## src/rtl/wclk_pkg.sv

```systemverilog
package wclk_pkg;
  typedef enum logic [2:0] {
    ACT_NONE,
    ACT_FORCE,
    ACT_ADV,
    ACT_STALE,
    ACT_BACK,
    ACT_HOLD
  } wclk_act_e;
endpackage

```

## src/rtl/wclk_gate.sv

```systemverilog
module wclk_gate #(
  parameter int NUM_STREAMS = 3,
  parameter int TW          = 64,
  localparam int POS_W      = NUM_STREAMS * TW
) (
  input  logic [NUM_STREAMS-1:0] active_i,
  input  logic [POS_W-1:0]       pos_i,
  input  logic [TW-1:0]          req_i,
  output logic                   all_ok_o
);
  logic [NUM_STREAMS-1:0] ok;

  for (genvar g = 0; g < NUM_STREAMS; g++) begin : g_strm
    assign ok[g] = !active_i[g] || (pos_i[g*TW +: TW] >= req_i);
  end

  assign all_ok_o = &ok;
endmodule

```

## src/rtl/wclk_decide.sv

```systemverilog
module wclk_decide
  import wclk_pkg::*;
#(
  parameter int TW = 64
) (
  input  logic          valid_i,
  input  logic          force_i,
  input  logic          gate_ok_i,
  input  logic [TW-1:0] req_i,
  input  logic [TW-1:0] cur_i,
  output wclk_act_e     act_o
);
  always_comb begin
    act_o = ACT_NONE;
    if (valid_i) begin
      if (force_i)           act_o = ACT_FORCE;
      else if (req_i < cur_i) act_o = ACT_BACK;
      else if (!gate_ok_i)   act_o = ACT_HOLD;
      else if (req_i == cur_i) act_o = ACT_STALE;
      else                   act_o = ACT_ADV;
    end
  end
endmodule

```

## src/rtl/wclk_stale.sv

```systemverilog
module wclk_stale
  import wclk_pkg::*;
#(
  parameter int STALE_W     = 3,
  parameter int STALE_LIMIT = 3
) (
  input  logic      clk_i,
  input  logic      rst_ni,
  input  wclk_act_e act_i,
  output logic      warn_o
);
  localparam logic [STALE_W-1:0] LIM     = STALE_W'(STALE_LIMIT);
  localparam logic [STALE_W-1:0] CNT_MAX = '1;

  logic [STALE_W-1:0] cnt_q;

  always_ff @(posedge clk_i or negedge rst_ni) begin
    if (!rst_ni) begin
      cnt_q <= '0;
    end else if (act_i == ACT_ADV) begin
      cnt_q <= '0;
    end else if (act_i == ACT_STALE && cnt_q != CNT_MAX) begin
      cnt_q <= cnt_q + 1'b1;
    end
  end

  assign warn_o = cnt_q > LIM;

  AST_STALE_INC: assert property (@(posedge clk_i) disable iff (!rst_ni)
    (act_i == ACT_STALE && cnt_q != CNT_MAX) |=> cnt_q == $past(cnt_q) + 1'b1);
  AST_STALE_CLR: assert property (@(posedge clk_i) disable iff (!rst_ni)
    (act_i == ACT_ADV) |=> !warn_o);
  AST_FORCE_KEEPS_CNT: assert property (@(posedge clk_i) disable iff (!rst_ni)
    (act_i == ACT_FORCE) |=> $stable(cnt_q));
endmodule

```

## src/rtl/wclk_gated_reg.sv

```systemverilog
module wclk_gated_reg
  import wclk_pkg::*;
#(
  parameter int NUM_STREAMS = 3,
  parameter int TW          = 64,
  parameter int STALE_W     = 3,
  parameter int STALE_LIMIT = 3,
  localparam int POS_W      = NUM_STREAMS * TW
) (
  input  logic                   clk_i,
  input  logic                   rst_ni,
  input  logic                   req_valid_i,
  input  logic                   req_force_i,
  input  logic [TW-1:0]          req_time_i,
  input  logic [NUM_STREAMS-1:0] strm_active_i,
  input  logic [POS_W-1:0]       strm_pos_i,
  output logic [TW-1:0]          wclk_o,
  output logic                   done_o,
  output logic                   accepted_o,
  output logic                   stale_warn_o,
  output logic                   back_err_o
);
  logic [TW-1:0] wclk_q, wclk_d;
  logic          done_q, acc_q, err_q;
  logic          gate_ok;
  wclk_act_e     act;

  wclk_gate #(.NUM_STREAMS(NUM_STREAMS), .TW(TW)) u_gate (
    .active_i (strm_active_i),
    .pos_i    (strm_pos_i),
    .req_i    (req_time_i),
    .all_ok_o (gate_ok)
  );

  wclk_decide #(.TW(TW)) u_decide (
    .valid_i   (req_valid_i),
    .force_i   (req_force_i),
    .gate_ok_i (gate_ok),
    .req_i     (req_time_i),
    .cur_i     (wclk_q),
    .act_o     (act)
  );

  wclk_stale #(.STALE_W(STALE_W), .STALE_LIMIT(STALE_LIMIT)) u_stale (
    .clk_i  (clk_i),
    .rst_ni (rst_ni),
    .act_i  (act),
    .warn_o (stale_warn_o)
  );

  always_comb begin
    wclk_d = wclk_q;
    if (act == ACT_FORCE || act == ACT_ADV) wclk_d = req_time_i;
  end

  always_ff @(posedge clk_i or negedge rst_ni) begin
    if (!rst_ni) begin
      wclk_q <= '0;
      done_q <= 1'b0;
      acc_q  <= 1'b0;
      err_q  <= 1'b0;
    end else begin
      wclk_q <= wclk_d;
      done_q <= req_valid_i;
      if (req_valid_i) acc_q <= (wclk_d == req_time_i);
      if (act == ACT_BACK) err_q <= 1'b1;
    end
  end

  assign wclk_o     = wclk_q;
  assign done_o     = done_q;
  assign accepted_o = acc_q;
  assign back_err_o = err_q;

  AST_FORCE_LOAD: assert property (@(posedge clk_i) disable iff (!rst_ni)
    (req_valid_i && req_force_i) |=> wclk_o == $past(req_time_i));
  AST_NO_BACKWARD: assert property (@(posedge clk_i) disable iff (!rst_ni)
    (req_valid_i && !req_force_i) |=> wclk_o >= $past(wclk_o));
  AST_ERR_STICKY: assert property (@(posedge clk_i) disable iff (!rst_ni)
    back_err_o |=> back_err_o);
  AST_BLOCK_HOLD: assert property (@(posedge clk_i) disable iff (!rst_ni)
    (req_valid_i && !req_force_i && !gate_ok) |=> $stable(wclk_o));
  AST_IDLE_STABLE: assert property (@(posedge clk_i) disable iff (!rst_ni)
    !req_valid_i |=> $stable(wclk_o));
  AST_DONE_PULSE: assert property (@(posedge clk_i) disable iff (!rst_ni)
    req_valid_i |=> done_o);
  AST_DONE_QUIET: assert property (@(posedge clk_i) disable iff (!rst_ni)
    !req_valid_i |=> !done_o);
endmodule

```

## config.mk

```make
export PLATFORM = sky130hd
export DESIGN_NAME = wclk_gated_reg
export DESIGN_NICKNAME = d
export VERILOG_FILES = /design/src/rtl/wclk_pkg.sv /design/src/rtl/wclk_gate.sv /design/src/rtl/wclk_decide.sv /design/src/rtl/wclk_stale.sv /design/src/rtl/wclk_gated_reg.sv
export SDC_FILE = /design/constraint.sdc
export NUM_CORES = 1
export LEC_CHECK = 0
export BUFFER_PORTS_ARGS = -buffer_cell sky130_fd_sc_hd__buf_2
export CAP_MARGIN = 10
export CORE_AREA = 10 10 176 178
export DETAILED_ROUTE_END_ITERATION = 16
export DIE_AREA = 0 0 186 188
export SYNTH_ARGS = -nofsm -noshare
export SYNTH_HDL_FRONTEND = slang
export SYNTH_HIERARCHICAL = 1
export SYNTH_SLANG_ARGS = --single-unit
```

## constraint.sdc

```tcl
create_clock -name clk_i -period 3.84 [get_ports clk_i]
set_input_delay 0.576 -clock clk_i [delete_from_list [all_inputs] [get_ports clk_i]]
set_output_delay 0.576 -clock clk_i [all_outputs]
set_load 0.005 [all_outputs]
```

## Word-level counts from Yosys, hierarchy flattened

Index checks and enable logic that the tools add are counted.

- Add/subtract/negate cells: 1
- Equality and inequality tests: 7
- Magnitude comparators: 5
- Reduce and logical (&&, ||, !) cells: 10
- Multiplexer cells: 8

Operators by type and width:

| cell | count |
|---|---|
| 64-bit >= comparator | 3 |
| 64-bit == test | 2 |
| 64-bit < comparator | 1 |
| 64-bit 2-to-1 mux | 1 |
| 3-bit 2-to-1 mux | 6 |
| 3-bit by 2-bit == test with 1-bit output, second input constant | 2 |
| 1-bit logical OR | 4 |
| 3-bit by 1-bit adder with 3-bit output, second input constant | 1 |
| 3-bit by 1-bit == test with 1-bit output, second input constant | 1 |
| 3-bit == test, second input constant | 1 |
| 3-bit by 2-bit > comparator with 1-bit output, second input constant | 1 |
| 1-bit zero test | 3 |
| 3-bit != test, second input constant | 1 |
| 3-bit AND reduction | 1 |
| 2-bit nonzero test | 1 |
| 1-bit logical AND | 1 |
| 1-bit 2-to-1 mux | 1 |

- Input bits: 263
- Output and inout bits: 68
- Logic and storage cells: 36
- Register bits: 70

## Logic depth before layout (Yosys ltp)

- Depth after elaboration: 11
- Depth in mapped cells: 17
- Depth with buffers taken out: 15

## Modules after synthesis

The synthesis kept the hierarchy.

By module, submodules not included:

| module | cells an instance | area an instance (um^2) | instances | sequential area each (um^2) |
|---|---|---|---|---|
| wclk_gate | 549 | 4365.4 | 1 | 0.0 |
| wclk_gated_reg | 310 | 3306.9 | 1 | 1676.6 |
| wclk_decide | 240 | 1652.8 | 1 | 0.0 |
| wclk_stale | 21 | 200.2 | 1 | 75.1 |

## Worst setup path before layout

Ideal clock, no wire load.

- Path type: in2reg
- From: in req_time_i[38]
- To: reg wclk_q[52] (netlist: wclk_o[52])
- Required time: 3.715 ns
- Arrival: 3.486 ns
- Path buffers: 2
- Path slack: 0.229 ns
- Cell stages on the path: 15
- Setup time: 0.125 ns
- Path through: inv_1 > ha_1 > nand4_1 > nor3_2 > inv_1 > or4_1 > a31oi_1 > o31ai_1 > nor3_2 > and4b_1 > xnor2_1 > nor2_1 > buf_2 > buf_2 > mux2_2

- Longest elaborated chain between the ends: 10
- Elaborated cells on any way between the ends: 18
- Those cells by class: order compare: 4; eq/ne: 3; mux: 6; reduce/logical: 5

Ends and longest elaborated chain:

| element | line | text |
|---|---|---|
| start: declaration | wclk_gated_reg.sv:14 | `input logic [TW-1:0] req_time_i,` |
| 64-bit >= comparator | wclk_gate.sv:14 | `assign ok[g] = !active_i[g] \|\| (pos_i[g*TW +: TW] >= req_i);` |
| 1-bit logical OR | wclk_gate.sv:14 |  |
| 3-bit AND reduction (*) | wclk_gate.sv:17 | `assign all_ok_o = &ok;` |
| via gate_ok | wclk_gated_reg.sv:25 | `logic gate_ok;` |
| 3-bit 2-to-1 mux (*) | wclk_decide.sv:18 | `else if (!gate_ok_i) act_o = ACT_HOLD;` |
| 3-bit 2-to-1 mux (*) | wclk_decide.sv:17 | `else if (req_i < cur_i) act_o = ACT_BACK;` |
| 3-bit 2-to-1 mux (*) | wclk_decide.sv:16 | `if (force_i) act_o = ACT_FORCE;` |
| 3-bit 2-to-1 mux (*) | wclk_decide.sv:15 | `if (valid_i) begin` |
| via act[1] | wclk_gated_reg.sv:26 | `wclk_act_e act;` |
| 3-bit by 1-bit == test with 1-bit output / 3-bit by 2-bit == test with 1-bit output (equally long branches) | wclk_gated_reg.sv:53 | `if (act == ACT_FORCE \|\| act == ACT_ADV) wclk_d = req_time_i;` |
| 1-bit logical OR (*) | wclk_gated_reg.sv:53 |  |
| 64-bit 2-to-1 mux (*) | wclk_gated_reg.sv:53 |  |
| via wclk_d[52] | wclk_gated_reg.sv:23 | `logic [TW-1:0] wclk_q, wclk_d;` |
| end signal: assignment | wclk_gated_reg.sv:63 | `wclk_q <= wclk_d;` |
| end: declaration | wclk_gated_reg.sv:23 |  |

Mark *: on every way through the listed nets, which the timed path passes. The rest lies on a longest branch.
A chain may end at the register's enable or synchronous reset.

## Final worst setup path

- From: in req_time_i[59]
- To: reg wclk_q[0] (netlist: wclk_o[0])

The elaborated chain is that of the path after synthesis.

==> impl_summary.md <==
Status
The flow ran to the end, and the final reports show no timing, DRC or antenna violations.

Timing
After routing, the total negative slack on setup checks comes to 0 ps. The highest clock rate is 263.3 MHz. The final clock period utilization by the worst path is 98.91%. Setup slack closes at 41.74 ps. The hold violation count in the final report was 0. Setup violations remaining at the end of the flow were counted as 0.

The worst clock skew on the final layout is 9.346 ps. The transition time at the pin with the least slew margin is 944.8 ps. The count of final max-slew check failures is 0. After layout, the minimum clock period comes to 3798 ps.

The tightest slew margin relative to the limit is 37.01%.

GRT
The number of antenna violations at the first check in global routing was 3. Entering global routing, the biggest net connects 71 pins. The via count of the first global-routing pass is 10430. The global-route wire length before repair is 57490 um. The overall routing resource usage is 21.16%. For this run the aggregate overflow at the end of global routing stands at 0.

Setup path
The register-to-register path setup slack is 450 ps. The data required time at the worst endpoint is 4060 ps. For the worst flop-to-flop path, the logic depth is 13. The largest single stage delay on the critical path is 450 ps.

The kind of cell with the highest combined delay along the critical path is simple AND/OR/NAND/NOR gates. The critical path's slowest cell is sky130_fd_sc_hd__or4_4. The peak fanout along the critical path is 9. The critical path buffer and inverter count is 5.

The data arrival time of the worst path is 4020 ps. Counting stages on the worst path, the most repeated cell is sky130_fd_sc_hd__buf_4. The critical path crosses 18 cells after its start point.

The setup path with the least slack is of type primary input to flip-flop. The endpoint kind of the worst setup timing path is a flip-flop. The launching element type of the critical path is a primary input. The critical path goes through buf_2, inv_1, ha_1, nand4_1, nor3_1, buf_4, nand3_2, or4_4, a31oi_4, o31ai_4, nor3_2, nand3b_1, o211a_1, xnor2_2, nor2_4, buf_4, clkbuf_16, mux2_2.

Synthesis
The cell accounting for the most synthesized area is sky130_fd_sc_hd__ha_1. After synthesis, the cell types taking the most area are sky130_fd_sc_hd__ha_1, sky130_fd_sc_hd__dfrtp_1, sky130_fd_sc_hd__inv_1. The synthesized netlist occupies a cell area of 0.009525 mm2.

The fraction of registers with async set/reset is 100.0%. For this run, the leading register cell type out of synthesis is sky130_fd_sc_hd__dfrtp_1. Yosys mapped a number of flops with a built-in enable equal to 0. The portion of the post-synthesis area used by sequential elements is 18.39%. During synthesis, Yosys emitted a total of 6 warnings. Synthesis produced a netlist with a net count of 1642. The dominant cell by count in the synthesized netlist is sky130_fd_sc_hd__ha_1. The number of flip-flops and latches in the synthesized netlist is 70. The top cell type by area accounts for 34.02% of the synthesized area.

A synthesized cell averages 8.505 um2. Counting instances in the post-synthesis netlist gives the leading cell types as sky130_fd_sc_hd__ha_1, sky130_fd_sc_hd__inv_1, sky130_fd_sc_hd__a21oi_1. Counting every instance in the synthesized netlist gives 1120.

Counting distinct cell types in the post-synthesis netlist gives 58.

Finish
The final layout contains 2089 nets. The share of cells above drive strength 1 is 34.67%. Relative to the synthesized area, the layout overhead comes to 37.84%. The summed area of non-filler cells in the final layout is 0.01313 mm2.

Clocking
The H-tree depth reported by CTS is 3. The CTS root buffer is sky130_fd_sc_hd__clkbuf_16. Counting along the longest clock path gives a buffer depth of 2. The later-pin clock latency in the skew report is 350 ps. The TritonCTS clock tree is yes. The tree built by TritonCTS fans out to 70 sinks. Clock-pin slew was measured on the worst setup and hold paths at 60 ps.

The number of buffers added by the clock tree synthesis step is 9.

Drt
For this block, the initial DRC count from the detailed router was 563. The via-per-instance ratio is 5.329. The count of nets left with antenna violations once routing finished came out at 0. The total routed wirelength is 39230 um. The detailed router placed 10230 vias in this run. The first-pass iteration count of the detailed router is 5.

In the final routed layout, each cell accounts on average for 20.43 um. For this run, design rule violations remaining after detail routing come to 0.

Die
After floorplanning, the core was sized to cover 0.02748 mm2. The floorplan has 61 rows. The die covers 0.03497 mm2. The total I/O pin count is 331. The starting density of the core is 34.67%.

The die is 186 um wide. The die span in y is 188 um.

Power and ir drop
In this run the static leakage power is 7.068 nW. The worst IR drop on VDD is 0.0002502 V. The total power is 5.714 mW. The ratio of total power to cell area is 435.2 mW/mm2.

Place
The minimum setup slack after placement is -567.0 ps. In this run the cell area measured after placement is 0.01235 mm2. The total half-perimeter wirelength after legalization and detailed placement is 34170 um. Routability-driven placement finished with a final weighted congestion of 0.9307.

The number of buffer cells added on primary ports is 330.

Run
The max capacitance violation total is 0.

Min path
The worst hold-check path type is primary input to async pin.
==> layout by cell type, fill, tap and decap left out, types with 19 or more instances in the layout <==
cell                      count
sky130_fd_sc_hd__buf_4      109
sky130_fd_sc_hd__buf_2      327
sky130_fd_sc_hd__dfrtp_1     70
sky130_fd_sc_hd__mux2_2      42
sky130_fd_sc_hd__o21ai_0     53
sky130_fd_sc_hd__o21ai_1     19
sky130_fd_sc_hd__nand3_1     19
sky130_fd_sc_hd__nand4_1     54
sky130_fd_sc_hd__nand2_1     67
sky130_fd_sc_hd__a21oi_1     86
sky130_fd_sc_hd__nor2_1      24
sky130_fd_sc_hd__a21o_1      27
sky130_fd_sc_hd__ha_1       249
sky130_fd_sc_hd__inv_1      178
==> logic make-up (layout without fill, tap and decap cells) <==
family          after synthesis  in the layout  synth area share (%)
compound gates              289            289                 19.31
fa+ha+maj                   259            259                 34.02
simple gates                248            248                 14.08
buf+inv                     197            649                 7.829
flops                        70             70                 18.39
mux                          43             43                 5.083
xor+xnor                     14             14                 1.287
other cells                   0              2                     0
==> flip-flops by register name (all words and copies together), names as in the netlist <==
register	count
done_o	1
accepted_o	1
back_err_o	1
wclk_o	64
u_stale/cnt_q	3
==> routing by layer <==
layer	part of all wire [%]	GRT usage [%]	wire length [um]
met1	41	25.75	16100
met2	47	35.63	18510
met3	9.2	5.567	3617
met4	2.5	6.017	988
met5	0.028	0	11
==> final timing paths <==
| path | startpoint | to |
|---|---|---|
| min in group clk_i | req_valid_i | done_o |
| max in group asynchronous | rst_ni | wclk_o[58] |
| worst min register to register | back_err_o | back_err_o |
| worst max register to register | wclk_o[59] | wclk_o[0] |
| worst min-delay path | rst_ni | wclk_o[54] |
| worst max-delay path | req_time_i[59] | wclk_o[0] |
==> cell type report <==
type | count | area (um2)
antenna | 2 | 5.005
clock buffer | 11 | 232.7
clock inverter | 5 | 60.06
fill | 2688 | 14350
inverter | 188 | 715.7
multi-input combinational | 853 | 7269
sequential | 70 | 1752
tap | 346 | 432.9
timing repair buffer | 445 | 2663
==> stage by stage <==
step | utilization, % | cells | hold slack, ps
CTS | 46.39 | 1905 | 444.5
global route | 47.77 | 1918 | 446.7
detailed placement | 44.93 | 1886 | 439.8
floorplan | - | 1120 | 280.4
global placement | 44.93 | 1886 | 437.7
finish | 47.79 | 1920 | 440.8
==> repair_timing <==
item | CTS | global route
endpoints found under the hold margin | 0 | 0
buffers inserted | 2 | 8
hold buffers | 0 | 0
setup endpoints to repair | 50 | 54
resized for setup | 10 | 38
cloned | 1 | 5
pin swaps | 6 | 12
==> power breakdown <==
group	internal (mW)	total [mW]	switching, mW
Combinational	1.56	3.34	1.78
Clock	0.504	0.839	0.335
Sequential	1.08	1.53	0.449
Total	3.15	5.71	2.56
Power figures use the tool's default switching activity.
